[src/rtl/crc_pkg.sv]
package crc_pkg;

   localparam int unsigned MAX_WIDTH = 64;

   // Feeds the low w bits of pattern through a zero-started register in
   // transmission order. The result is the residue seen by a one-pass check.
   function automatic logic [MAX_WIDTH-1:0] crc_residue(
      input int unsigned          w,
      input logic [MAX_WIDTH-1:0] poly,
      input bit                   lsb,
      input logic [MAX_WIDTH-1:0] pattern
   );
      logic [MAX_WIDTH-1:0] st;
      logic [MAX_WIDTH-1:0] mask;
      logic                 b;
      logic                 fb;
      st   = '0;
      mask = (w >= MAX_WIDTH) ? '1 : ((64'h1 << w) - 64'h1);
      for (int unsigned k = 0; k < w; k++) begin
         b = lsb ? pattern[k] : pattern[w-1-k];
         if (lsb) begin
            fb = st[0] ^ b;
            st = st >> 1;
         end else begin
            fb = st[w-1] ^ b;
            st = (st << 1) & mask;
         end
         if (fb) st = st ^ poly;
      end
      return st;
   endfunction

endpackage

[src/rtl/crc_step_core.sv]
module crc_step_core #(
   parameter int unsigned          WIDTH     = 16,
   parameter logic [WIDTH-1:0]     POLY      = 16'h1021,
   parameter bit                   LSB_FIRST = 1'b0
) (
   input  logic [WIDTH-1:0] cur,
   input  logic             din,
   output logic [WIDTH-1:0] nxt
);

   logic fb;

   if (LSB_FIRST) begin : g_lsb
      assign fb  = cur[0] ^ din;
      assign nxt = {1'b0, cur[WIDTH-1:1]} ^ ({WIDTH{fb}} & POLY);
   end else begin : g_msb
      assign fb  = cur[WIDTH-1] ^ din;
      assign nxt = {cur[WIDTH-2:0], 1'b0} ^ ({WIDTH{fb}} & POLY);
   end

endmodule

[src/rtl/crc_state_reg.sv]
module crc_state_reg #(
   parameter int unsigned      WIDTH     = 16,
   parameter logic [WIDTH-1:0] PRESET    = {WIDTH{1'b1}},
   parameter bit               LSB_FIRST = 1'b0
) (
   input  logic             clk,
   input  logic             rst_n,
   input  logic             clr,
   input  logic             sop,
   input  logic             bit_vld,
   input  logic             bit_in,
   input  logic [WIDTH-1:0] stepped,
   output logic [WIDTH-1:0] base,
   output logic [WIDTH-1:0] state
);

   // Start of message makes the step operate on the preset value.
   assign base = sop ? PRESET : state;

   always_ff @(posedge clk or negedge rst_n) begin
      if (!rst_n)       state <= PRESET;
      else if (clr)     state <= PRESET;
      else if (bit_vld) state <= stepped;
      else if (sop)     state <= PRESET;
   end


   hold_when_idle_chk: assert property (@(posedge clk) disable iff (!rst_n)
      (!clr && !sop && !bit_vld) |=> $stable(state));


   clear_loads_preset_chk: assert property (@(posedge clk) disable iff (!rst_n)
      clr |=> (state == PRESET));


   start_loads_preset_chk: assert property (@(posedge clk) disable iff (!rst_n)
      (sop && !clr && !bit_vld) |=> (state == PRESET));

   if (LSB_FIRST) begin : g_chk_lsb

      lsb_plain_shift_chk: assert property (@(posedge clk) disable iff (!rst_n)
         (bit_vld && !clr && !sop && (state[0] == bit_in))
         |=> (state == {1'b0, $past(state[WIDTH-1:1])}));
   end else begin : g_chk_msb

      msb_plain_shift_chk: assert property (@(posedge clk) disable iff (!rst_n)
         (bit_vld && !clr && !sop && (state[WIDTH-1] == bit_in))
         |=> (state == {$past(state[WIDTH-2:0]), 1'b0}));
   end

endmodule

[src/rtl/crc_out_stage.sv]
module crc_out_stage #(
   parameter int unsigned      WIDTH   = 16,
   parameter logic [WIDTH-1:0] XOR_OUT = {WIDTH{1'b1}},
   parameter logic [WIDTH-1:0] RESIDUE = '0
) (
   input  logic             clk,
   input  logic             rst_n,
   input  logic [WIDTH-1:0] state,
   output logic [WIDTH-1:0] crc_out,
   output logic             crc_pass
);

   assign crc_out  = state ^ XOR_OUT;
   assign crc_pass = (state == RESIDUE);


   pass_value_chk: assert property (@(posedge clk) disable iff (!rst_n)
      crc_pass |-> (crc_out == (RESIDUE ^ XOR_OUT)));

endmodule

[src/rtl/crc_serial_engine.sv]
module crc_serial_engine #(
   parameter int unsigned      WIDTH     = 16,
   parameter logic [WIDTH-1:0] POLY      = 16'h1021,
   parameter bit               LSB_FIRST = 1'b0,
   parameter logic [WIDTH-1:0] PRESET    = {WIDTH{1'b1}},
   parameter logic [WIDTH-1:0] XOR_OUT   = {WIDTH{1'b1}}
) (
   input  logic             clk,
   input  logic             rst_n,
   input  logic             clr,
   input  logic             sop,
   input  logic             bit_vld,
   input  logic             bit_in,
   output logic [WIDTH-1:0] crc_out,
   output logic             crc_pass
);

   localparam logic [crc_pkg::MAX_WIDTH-1:0] RES_FULL =
      crc_pkg::crc_residue(WIDTH, 64'(POLY), LSB_FIRST, 64'(XOR_OUT));
   localparam logic [WIDTH-1:0] RESIDUE = RES_FULL[WIDTH-1:0];
   localparam int unsigned CONST_TAP = LSB_FIRST ? WIDTH - 1 : 0;

   if (WIDTH < 2 || WIDTH > crc_pkg::MAX_WIDTH) begin : g_bad_width
      $error("crc_serial_engine: WIDTH must lie in 2..64");
   end
   if (POLY[CONST_TAP] != 1'b1) begin : g_bad_poly
      $error("crc_serial_engine: POLY lacks the constant term for this shift direction");
   end

   logic [WIDTH-1:0] base;
   logic [WIDTH-1:0] stepped;
   logic [WIDTH-1:0] state;

   crc_step_core #(
      .WIDTH     (WIDTH),
      .POLY      (POLY),
      .LSB_FIRST (LSB_FIRST)
   ) step_i (
      .cur (base),
      .din (bit_in),
      .nxt (stepped)
   );

   crc_state_reg #(
      .WIDTH     (WIDTH),
      .PRESET    (PRESET),
      .LSB_FIRST (LSB_FIRST)
   ) reg_i (
      .clk     (clk),
      .rst_n   (rst_n),
      .clr     (clr),
      .sop     (sop),
      .bit_vld (bit_vld),
      .bit_in  (bit_in),
      .stepped (stepped),
      .base    (base),
      .state   (state)
   );

   crc_out_stage #(
      .WIDTH   (WIDTH),
      .XOR_OUT (XOR_OUT),
      .RESIDUE (RESIDUE)
   ) out_i (
      .clk      (clk),
      .rst_n    (rst_n),
      .state    (state),
      .crc_out  (crc_out),
      .crc_pass (crc_pass)
   );

endmodule

[config.mk]
export PLATFORM = sky130hd
export DESIGN_NAME = crc_serial_engine
export DESIGN_NICKNAME = d
export VERILOG_FILES = /design/src/rtl/crc_pkg.sv /design/src/rtl/crc_step_core.sv /design/src/rtl/crc_state_reg.sv /design/src/rtl/crc_out_stage.sv /design/src/rtl/crc_serial_engine.sv
export SDC_FILE = /design/constraint.sdc
export NUM_CORES = 1
export LEC_CHECK = 0
export BUFFER_PORTS_ARGS = -buffer_cell sky130_fd_sc_hd__buf_2
export CORE_MARGIN = 2
export CORE_UTILIZATION = 45
export CTS_CLUSTER_DIAMETER = 150
export DETAILED_ROUTE_END_ITERATION = 12
export PLACE_DENSITY = 0.73
export SLEW_MARGIN = 40
export SYNTH_ARGS = -nofsm -noshare
export SYNTH_HDL_FRONTEND = slang
export SYNTH_SLANG_ARGS = --single-unit
[constraint.sdc]
create_clock -name clk -period 1.54 [get_ports clk]
set_input_delay 0.154 -clock clk [delete_from_list [all_inputs] [get_ports clk]]
set_output_delay 0.154 -clock clk [all_outputs]
set_load 0.02 [all_outputs]
After elaboration in Yosys (flattened, before gate mapping) --
Cells that the tools add are included.
Storage, ports and cells: register bits 16, input port bits 6, output and inout bits 17, word-level logic and storage cells 8
Cells by class: equal/unequal tests 1, mux-type cells 3, bitwise logic cells 3
Operators by type and width (count):
- 2-to-1 mux 16 bit | 3
- == test 16 x 13 -> 1 bit (second input constant) | 1
- NOT 16 bit | 1
- bitwise XOR 16 x 13 -> 16 bit | 1
- bitwise XOR 1 bit | 1

Depth between registers and ports, before layout --
Gate-level depths: netlist of the first run.
depth in word-level cells 5, mapped depth 4, gate-level depth less buffers 4

By module --
A second synthesis of the first run with hierarchy kept.
Unflattened totals: cells, all modules 93, area total of the unflattened synthesis 997.2 µm²
By module, submodules not included:
- crc_state_reg | instances 1, cells an instance 55, area each 730.7 µm²
- crc_step_core | instances 1, cells an instance 17, area each 161.4 µm²
- crc_out_stage | instances 1, cells an instance 21, area each 105.1 µm²

Least setup slack after synthesis of the first run --
No wires, ideal clock.
path kind register to output, from reg reg_i.state[6], to out crc_pass, arrival time 1.180 ns, slack 0.206 ns, stages on the path, launching flop included 4, buffers on the path 0, cell sequence dfstp_2 nor4_1 nand4_1 nor3_1
On the way: longest elaborated chain between the ends 1
Ends and longest elaborated chain:
- start: declaration | RTL line crc_state_reg.sv:14 | output logic [WIDTH-1:0] state
- start signal: assignment | RTL line crc_state_reg.sv:23 | else if (bit_vld) state <= stepped;
- == test 16 x 13 -> 1 bit | RTL line crc_out_stage.sv:14 | assign crc_pass = (state == RESIDUE);
- end: declaration | RTL line crc_serial_engine.sv:15 | output logic crc_pass
Every way passes these cells.

Worst setup path in the final report of the first run --
Same ends and word-level chain as after synthesis.

==> impl_metrics.json, run 1 <==
{
  "fill_cells": 158,
  "worstMarginPinSlew_ns": 0.3461,
  "clockBufferDepth": 2,
  "cpPeakStageDelay_ns": 0.39,
  "htree_levels": 1,
  "final_area_um2": 1016,
  "setup_tns_ns": 0,
  "end_kind": "primary output",
  "dpl.hpwl_um": 1253,
  "path_cells": "nor4_4 -> nand4_1 -> nor3_2 -> buf_4",
  "hold_viol_final": 0,
  "fmax_mhz": 664.9,
  "regMostFlops": "reg_i.state",
  "ys_top_cells_by_area": "dfstp_2, o211ai_1, inv_1",
  "synthDistinctLibCells": 21,
  "rows": 15,
  "arrival_ns": 1.35,
  "dp.cells": 132,
  "synth-simple-area-share_pct": 16.46,
  "p_leak_nw": 0.5754,
  "reg_top3": "reg_i.state x16",
  "placed_area_um2": 942.2,
  "max_cap_violations": 0,
  "synth_mux_area_share_pct": 0,
  "synth_top_cell_area_share_pct": 52.17,
  "antenna_found_initial": 0,
  "status": "completed",
  "required_ns": 1.39,
  "globalplace.congestion": 0.7766,
  "synth_top_family_by_area": "compound AO/OA/AOI/OAI gates",
  "ir_worst_vdd_mv": 0.5298,
  "netlist_area_um2": 805.8,
  "nets": 120,
  "synth_compound_area_share_pct": 21.43,
  "grt_overflow": 0,
  "drive_above_1_share_pct": 45.13,
  "wirelength_um": 1713,
  "cp_max_fo": 2,
  "die_w_um": 46.32,
  "clk_latency_ns": 0.27,
  "syn_nets": 93,
  "yosys_warnings": 0,
  "drtIter0Drc": 11,
  "synth_fa_ha_area_share_pct": 0,
  "firstDrtPassIters": 4,
  "cpMaxStageDelayCell": "dfstp_2",
  "port_buffers": 22,
  "power.density_nw_per_um2": 845.4,
  "ctsHoldBuffers": 0,
  "yosysSeqAreaShare_pct": 52.17,
  "clkTransAtPathRegs_ns": 0.09,
  "root_buffer": "clkbuf_4",
  "crit_family": "simple AND/OR/NAND/NOR gates",
  "power.total_uw": 858.9,
  "io-pin-count": 23,
  "startpoint_type": "register",
  "critPathKind": "reg2out",
  "cts_sinks": 16,
  "fin_util_pct": 59.49,
  "hold_class": "in2async",
  "diodes": 0,
  "synth_xor_area_share_pct": 0,
  "grt_first_pass_wirelength_um": 2835,
  "grt_usage_pct": 18.43,
  "ant_nets": 0,
  "vias_per_cell": 5.014,
  "synth_seq_cells": 16,
  "grt_pass1_vias": 643,
  "largest_register_ffs": 16,
  "synth_top_cell_by_area": "dfstp_2",
  "rsz0062_at_grt": "true",
  "cts_buffers": 3,
  "dieArea_um2": 2145,
  "dr_total_vias": 692,
  "drc": 0,
  "core_area_um2": 1708,
  "finalCritPeriodShare_pct": 97.66,
  "fin_crit_ns": 1.504,
  "slew_headroom_pct": 76.92,
  "path_buf_inv": 1,
  "grt_max_degree": 29,
  "finalMaxSlewViolations": 0,
  "fp.dieH_um": 46.32,
  "avgSynthCellArea_um2": 9.262,
  "finalSetupViolCount": 0,
  "initial_core_util_pct": 47.18,
  "synth_cells": 87,
  "cts_tree": "built",
  "synthToLayoutAreaGrowth_pct": 26.09,
  "finClkSkew_ns": 0.001692,
  "stdcell_count": 138,
  "drt-wirelength-per-cell_um": 12.41
}
## final timing paths
kind                                 startpoint              end  slack, ns  cells after the start
worst max register to register  reg_i.state[15]   reg_i.state[5]       0.28                      4
max in group asynchronous                 rst_n  reg_i.state[11]       1.47                      1
worst max-delay path             reg_i.state[6]         crc_pass       0.04                      4
worst min-delay path                      rst_n   reg_i.state[9]       0.04                      1
worst min register to register  reg_i.state[14]  reg_i.state[15]       0.49                      2
min in group clk                            clr   reg_i.state[0]       0.12                      2
## final cells by class
type	instances	area, um^2	share of cell area (%)
Sequential cell	16	420.4	41.38
Multi-Input combinational cell	51	325.3	32.02
Timing Repair Buffer	26	142.6	14.04
Tap cell	25	31.28	3.079
Clock buffer	4	36.28	3.571
Inverter	16	60.06	5.911
## logic make-up (layout without fill, tap and decap cells)
kind of cell / count (synthesis) / after routing
AOI/OAI and AO/OA: 24 / 24
DFF: 16 / 16
and+or+nand+nor: 27 / 27
buffers and inverters: 20 / 46
## per-stage QoR
stage          hold WS [ns]  setup slack [ns]
3_3_place_gp         0.3592            0.2883
2_1_floorplan      0.006164            0.2061
6_report            0.04402           0.03607
5_1_grt             0.08366          -0.07323
3_5_place_dp         0.3651            0.2585
4_1_cts             0.06384          0.001523
## Yosys cell counts
cell type / instances
o211ai_1: 13
nand4_1: 3
nor3_1: 2
buf_4: 1
nor3b_1: 1
inv_1: 16
or3_1: 1
a21boi_2: 1
o21bai_1: 1
dfstp_2: 16
or2b_2: 2
o2bb2ai_1: 2
nand2_1: 13
nor2_1: 3
buf_2: 1
a21oi_1: 4
nor4_1: 1
nor2b_1: 1
a2bb2oi_1: 1
o21ai_0: 2
clkbuf_1: 2
## metal layers
metal | vias up | track usage [%] | wire length, um
li1 | 347 | - | -
met1 | 326 | 26.68 | 794
met2 | 17 | 28.89 | 808
met3 | 2 | 2.353 | 94
met4 | 0 | 5.143 | 14
met5 | - | 0 | 0
## power breakdown
group          internal [mW]  switching (mW)
clock network          0.143           0.123
registers              0.450          0.0165
logic                 0.0453          0.0810
## cell usage in the layout, fill, tap and decap left out, types with 2 or more instances in the layout
cell       synthesis  layout
buf_2              1      21
inv_1             16      16
dfstp_2           16      16
nand2_1           13      13
o211ai_1          13      13
buf_4              1       5
a21oi_1            4       4
nor2_1             3       3
nand4_1            3       3
clkbuf_4           0       3
o21ai_0            2       2
o2bb2ai_1          2       2
or2b_2             2       2
## timing repair
item | CTS | global route
buffers inserted | 2 | 0
resized for setup | 2 | 2
endpoints found under the setup margin | 1 | 1
Note: power is estimated with default switching activity, not from simulation.
==> run 2: changes to the inputs <==
- SETUP_SLACK_MARGIN: not set -> 0.4
==> run 2 against run 1 <==
  * The flow now finishes with violations (negative setup slack)
  * Critical path depth is the same
  * Non-clock buffer count is 9 higher
  * Worst setup slack got worse by 0.038 ns
  * Sequential share of layout area decreased by 7.2 points
  * Clock power increased by 7%
  * Die area did not move
  * Global-route usage is 2.0 points higher
  * Combinational power increased by 37%
  * Wire length up 21%
  * Via count is 11% higher
  * Register-to-register slack got worse by 0.07 ns
  * Largest cell class unchanged
==> impl_metrics.json, run 2 (synthesis gave the netlist of run 1 again) <==
{
  "holdWs_ns": 0.03539,
  "p_leak_nw": 0.6297,
  "final_area_um2": 1230,
  "fmax_mhz": 648.5,
  "drc": 0,
  "hold_class": "in2async",
  "diodes": 0,
  "initial_core_util_pct": 47.18,
  "die_w_um": 46.32,
  "grt_first_pass_wirelength_um": 3063,
  "worst-path-stages": 4,
  "placed_area_um2": 953.4,
  "core_area_um2": 1708,
  "dp_slack_ns": 0.2583,
  "largest_register_ffs": 16,
  "grt_overflow": 0,
  "vias_per_cell": 5.238,
  "wirelength_um": 2077,
  "nets": 129,
  "htree_levels": 1,
  "hold_viol_final": 0,
  "drtIter0Drc": 15,
  "crit_start": "reg_i.state[6]",
  "fill_cells": 134,
  "fin_crit_ns": 1.542,
  "startpoint_type": "register",
  "endpoint": "crc_pass",
  "dpl.hpwl_um": 1346,
  "grt_usage_pct": 20.45,
  "dr_total_vias": 770,
  "crit_family": "simple AND/OR/NAND/NOR gates",
  "grt_max_degree": 18,
  "path_buf_inv": 1,
  "globalplace.congestion": 0.7604,
  "cp_max_fo": 2,
  "ctsHoldBuffers": 0,
  "final_cell_mix": "buf_6, dfstp_2, inv_2, nand2_1, o211ai_1",
  "setup_tns_ns": -0.001904,
  "drt-wirelength-per-cell_um": 14.13,
  "multi_input_area_um2": 350.3,
  "cpMaxStageDelayCell": "dfstp_2",
  "end_kind": "primary output",
  "worst-r2r-setup-slack_ns": 0.21,
  "antenna_found_initial": 0,
  "layout_commonest_cell": "buf_6",
  "fin_ws_ns": -0.001904,
  "finalMaxSlewViolations": 0,
  "fin_util_pct": 72.01,
  "power.density_nw_per_um2": 751.7,
  "root_buffer": "clkbuf_4",
  "final-seq-area_um2": 420.4,
  "worstMarginPinSlew_ns": 0.3342,
  "max_cap_violations": 0,
  "clockBufferDepth": 2,
  "synthToLayoutAreaGrowth_pct": 52.64,
  "regMostFlops": "reg_i.state",
  "critPathKind": "reg2out",
  "rsz0062_at_grt": "true",
  "fp.dieH_um": 46.32,
  "cpPeakStageDelay_ns": 0.40,
  "ir_worst_vdd_mv": 0.5211,
  "firstDrtPassIters": 4,
  "reg_top3": "reg_i.state x16",
  "path_cells": "nor4_4 -> nand4_1 -> nor3_4 -> buf_6",
  "port_buffers": 22,
  "rows": 15,
  "dieArea_um2": 2145,
  "io-pin-count": 23,
  "finClkSkew_ns": 0.0007528,
  "finalSetupViolCount": 1,
  "rr_endpoint": "reg_i.state[5]",
  "grt_pass1_vias": 653,
  "cts_tree": "built",
  "cts_buffers": 3,
  "clk_latency_ns": 0.28,
  "required_ns": 1.39,
  "cts_sinks": 16,
  "violations": "negative setup slack",
  "slew_headroom_pct": 77.48,
  "clkTransAtPathRegs_ns": 0.10,
  "r2r-start": "reg_i.state[15]",
  "finalCritPeriodShare_pct": 100.1,
  "ant_nets": 0,
  "status": "complete, but fails checks",
  "r2r_cells": 5,
  "arrival_ns": 1.39,
  "drive_above_1_share_pct": 62.30
}
-- run 2: cell types whose count changed in the layout (fill, tap and decap cells not counted), moves of 4 or more --
cell and change:
buf_4 +4, buf_2 -16, inv_1 -14, inv_2 +13, buf_6 +21
-- run 2: worst min path at each step --
| stage | end | cells past startpoint |
|---|---|---|
| 6_report | reg_i.state[13] | 1 |
| 5_1_grt | reg_i.state[2] | 1 |
| 4_1_cts | reg_i.state[0] | 1 |
| 3_5_place_dp | reg_i.state[1] | 1 |
| 3_3_place_gp | reg_i.state[1] | 1 |
| 2_1_floorplan | reg_i.state[0] | 0 |
-- run 2: final cells by class --
class / count / share of cell area [%]
sequential: 16 / 34.18
multi-input combinational: 51 / 28.48
timing repair buffer: 35 / 26.75
inverter: 16 / 5.086
clock buffer: 4 / 2.950
tap: 25 / 2.543
-- run 2: metrics by stage --
stage,power (mW),std cells
finish,0.9245,147
floorplan,0.5452,87
global route,0.9627,147
detailed placement,0.5946,132
global placement,0.5921,132
CTS,0.8915,143
-- run 2: per-layer routing --
metal | GRT usage [%] | share of wire [%] | wire length, um | up-vias
met5 | 0 | 0 | 0 | -
met4 | 5.143 | 0.19 | 4 | 0
met3 | 2.745 | 4.8 | 100 | 2
met2 | 31.67 | 50 | 1040 | 26
met1 | 29.98 | 45 | 931 | 376
li1 | - | - | - | 366
-- run 2: where the power goes --
part	switching (mW)	leakage (nW)	internal (mW)	total [mW]
Sequential	0.0187	0.169	0.450	0.469
Clock	0.140	0.0210	0.144	0.284
Combinational	0.0942	0.440	0.0780	0.172
Total	0.253	0.630	0.671	0.924
-- run 2: worst register-to-register path, cell delays in order (launching register included) --
cell       delay [ns]
dfstp_2          0.39
buf_6            0.12
or3_4            0.34
a21boi_4         0.19
o2bb2ai_1        0.14
a21oi_1          0.08
-- run 2: repair_timing --
action                     CTS  global route
setup endpoints to repair   19            20
gates cloned                 0             0
buffers inserted             7             4
pin swaps                    6             4
gates resized for setup     21            37
==> run 3: changes to the inputs <==
- ABC_AREA: not set -> 1
- PLACE_DENSITY: 0.73 -> 0.72
==> run 3 against run 2 <==
  * Area after synthesis grew 6.8%
  * Critical endpoint unchanged
  * Critical path type unchanged
  * Cell count rose by 11%
  * Largest cell class unchanged
  * Total power fell by 0.23%
  * Clock skew up 0.0046 ns
  * The run still ends with negative setup slack left
  * Clock power shrank 20%
  * Synthesized cell count is 28% higher
==> impl_metrics.json, run 3 <==
{
  "end_kind": "primary output",
  "core_area_um2": 1764,
  "hold_viol_final": 0,
  "intPower_uw": 641.8,
  "synthDistinctLibCells": 16,
  "finClkSkew_ns": 0.005347,
  "layout_commonest_cell": "o21ai_0",
  "dieArea_um2": 2279,
  "clk_latency_ns": 0.29,
  "synth_edf_count": 0,
  "power.density_nw_per_um2": 775.2,
  "status": "complete, but fails checks",
  "finalCritPeriodShare_pct": 100.9,
  "finalSetupViolCount": 1,
  "yosysSeqAreaShare_pct": 48.84,
  "nets": 146,
  "clkTransAtPathRegs_ns": 0.10,
  "final-seq-area_um2": 420.4,
  "critPathKind": "reg2out",
  "ant_nets": 0,
  "grt_max_degree": 27,
  "slew_headroom_pct": 70.49,
  "cpMaxStageDelayCell": "dfstp_2",
  "dpl.hpwl_um": 1355,
  "ys_top_cells_by_area": "dfstp_2, o21ai_0, nand3_1",
  "dr_total_vias": 860,
  "share_seq_of_total_power_pct": 52.0,
  "final_cell_mix": "o21ai_0, buf_6, nand3_1",
  "grt_pass1_vias": 752,
  "synth_top_cell_area_share_pct": 48.84,
  "power_frac_clock_pct": 24.8,
  "netlist_area_um2": 860.8,
  "fmax_mhz": 643.4,
  "swShare_pct": 30.42,
  "globalplace.congestion": 0.8506,
  "io-pin-count": 23,
  "finalMaxSlewViolations": 0,
  "holdWs_ns": 0.03965,
  "yosysMostFrequentCell": "o21ai_0",
  "comb_power_share_pct": 23.2,
  "rows": 15,
  "regMostFlops": "reg_i.state",
  "synth_seq_cells": 16,
  "synthTopCellsByCount": "o21ai_0, inv_1, nand3_1, dfstp_2, nand2_1",
  "clockBufferDepth": 2,
  "grt_usage_pct": 21.18,
  "power_switching_uw": 280.6,
  "vias_per_cell": 5.276,
  "synthFlopType": "dfstp_2",
  "drtIter0Drc": 27,
  "cts_buffers": 3,
  "synth_top_cell_by_area": "dfstp_2",
  "wirelength_um": 2187,
  "fill_cells": 158,
  "grt_first_pass_wirelength_um": 3332,
  "r2r_cells": 6,
  "cp_max_fo": 2,
  "drive_above_1_share_pct": 48.55,
  "worstMarginPinSlew_ns": 0.4421,
  "multi_input_area_um2": 341.6,
  "startpoint_type": "register",
  "synth_cells": 111,
  "fin_ws_ns": -0.01420,
  "arrival_ns": 1.40,
  "cpPeakStageDelay_ns": 0.57,
  "syn_nets": 117,
  "firstDrtPassIters": 4,
  "path_cells": "nand4_1 -> or2_4 -> nor2_4 -> buf_6",
  "synthArstFlopShare_pct": 100.0,
  "avgSynthCellArea_um2": 7.755,
  "drt-wirelength-per-cell_um": 13.42,
  "yosys_warnings": 0,
  "required_ns": 1.39,
  "fin_util_pct": 67.45,
  "reg_top3": "reg_i.state x16",
  "setup_tns_ns": -0.01420,
  "p_leak_nw": 0.5836,
  "synthToLayoutAreaGrowth_pct": 38.23,
  "cts_sinks": 16,
  "fin_crit_ns": 1.554,
  "htree_levels": 1,
  "initial_core_util_pct": 48.79,
  "drc": 0,
  "largest_register_ffs": 16,
  "violations": "negative setup slack",
  "die_w_um": 47.74,
  "ir_worst_vdd_mv": 0.4573,
  "max_cap_violations": 0,
  "cts_tree": "built",
  "hold_class": "in2async",
  "diodes": 0,
  "root_buffer": "clkbuf_4",
  "fp.dieH_um": 47.74,
  "port_buffers": 22,
  "grt_overflow": 0,
  "antenna_found_initial": 0,
  "rsz0062_at_grt": "true"
}
## run 3: cell families (layout without fill, tap and decap cells)
logic type	count (synthesis)	count (layout)	synth area share, %
simple gates	40	40	21.37
compound gates	27	27	16.57
buf+inv	28	55	13.23
flops	16	16	48.84
## run 3: cell type report
cell class              instances  area share (%)
flip-flops and latches         16           35.33
repair buffers                 30           24.50
multi-input cells              67           28.71
clock buffers                   3           1.893
inverters                      22           6.940
well taps                      25           2.629
## run 3: power groups by stage
stage / Combinational [mW] / Sequential, mW / Clock (mW)
global placement: 0.155 / 0.484 / 0
detailed placement: 0.156 / 0.485 / 0
floorplan: 0.107 / 0.479 / 0
CTS: 0.205 / 0.479 / 0.230
global route: 0.235 / 0.483 / 0.242
finish: 0.214 / 0.480 / 0.228
## run 3: final timing paths
kind / start / endpoint / slack (ns)
worst min register to register: reg_i.state[9] / reg_i.state[10] / 0.60
min in group clk: clr / reg_i.state[12] / 0.09
max in group asynchronous: rst_n / reg_i.state[12] / 1.47
worst min-delay path: rst_n / reg_i.state[9] / 0.04
worst max register to register: reg_i.state[15] / reg_i.state[5] / 0.49
worst max-delay path: reg_i.state[3] / crc_pass / -0.01
## run 3: worst max-delay path: cells and delay by family, from the launching register on
family / cells / cell delay (ns)
flops: 1 / 0.57
simple gates: 3 / 0.43
buf+inv: 1 / 0.12
## run 3: what timing repair did
item / in CTS / in global routing
endpoints found under the hold margin: 0 / 0
pin swaps: 1 / 2
buffers inserted: 5 / 2
hold buffers: 0 / 0
endpoints found under the setup margin: 17 / 17
resized for setup: 48 / 4
## run 3: per-layer routing
layer	wire length (um)	up-vias	global-route usage (%)
met5	0	-	0
met4	21	0	7.568
met3	78	5	2.264
met2	1086	26	33.87
met1	1001	408	29.83
li1	-	421	-
## run 3: metrics by stage
stage	cells	setup WS (ns)	cell area (um^2)	total power, mW
floorplan	111	0.3725	870.8	0.5860
global placement	153	0.2296	988.4	0.6390
detailed placement	153	0.2145	988.4	0.6411
CTS	161	-0.01430	1167	0.9146
global route	163	-0.06189	1190	0.9607
finish	163	-0.01420	1190	0.9224
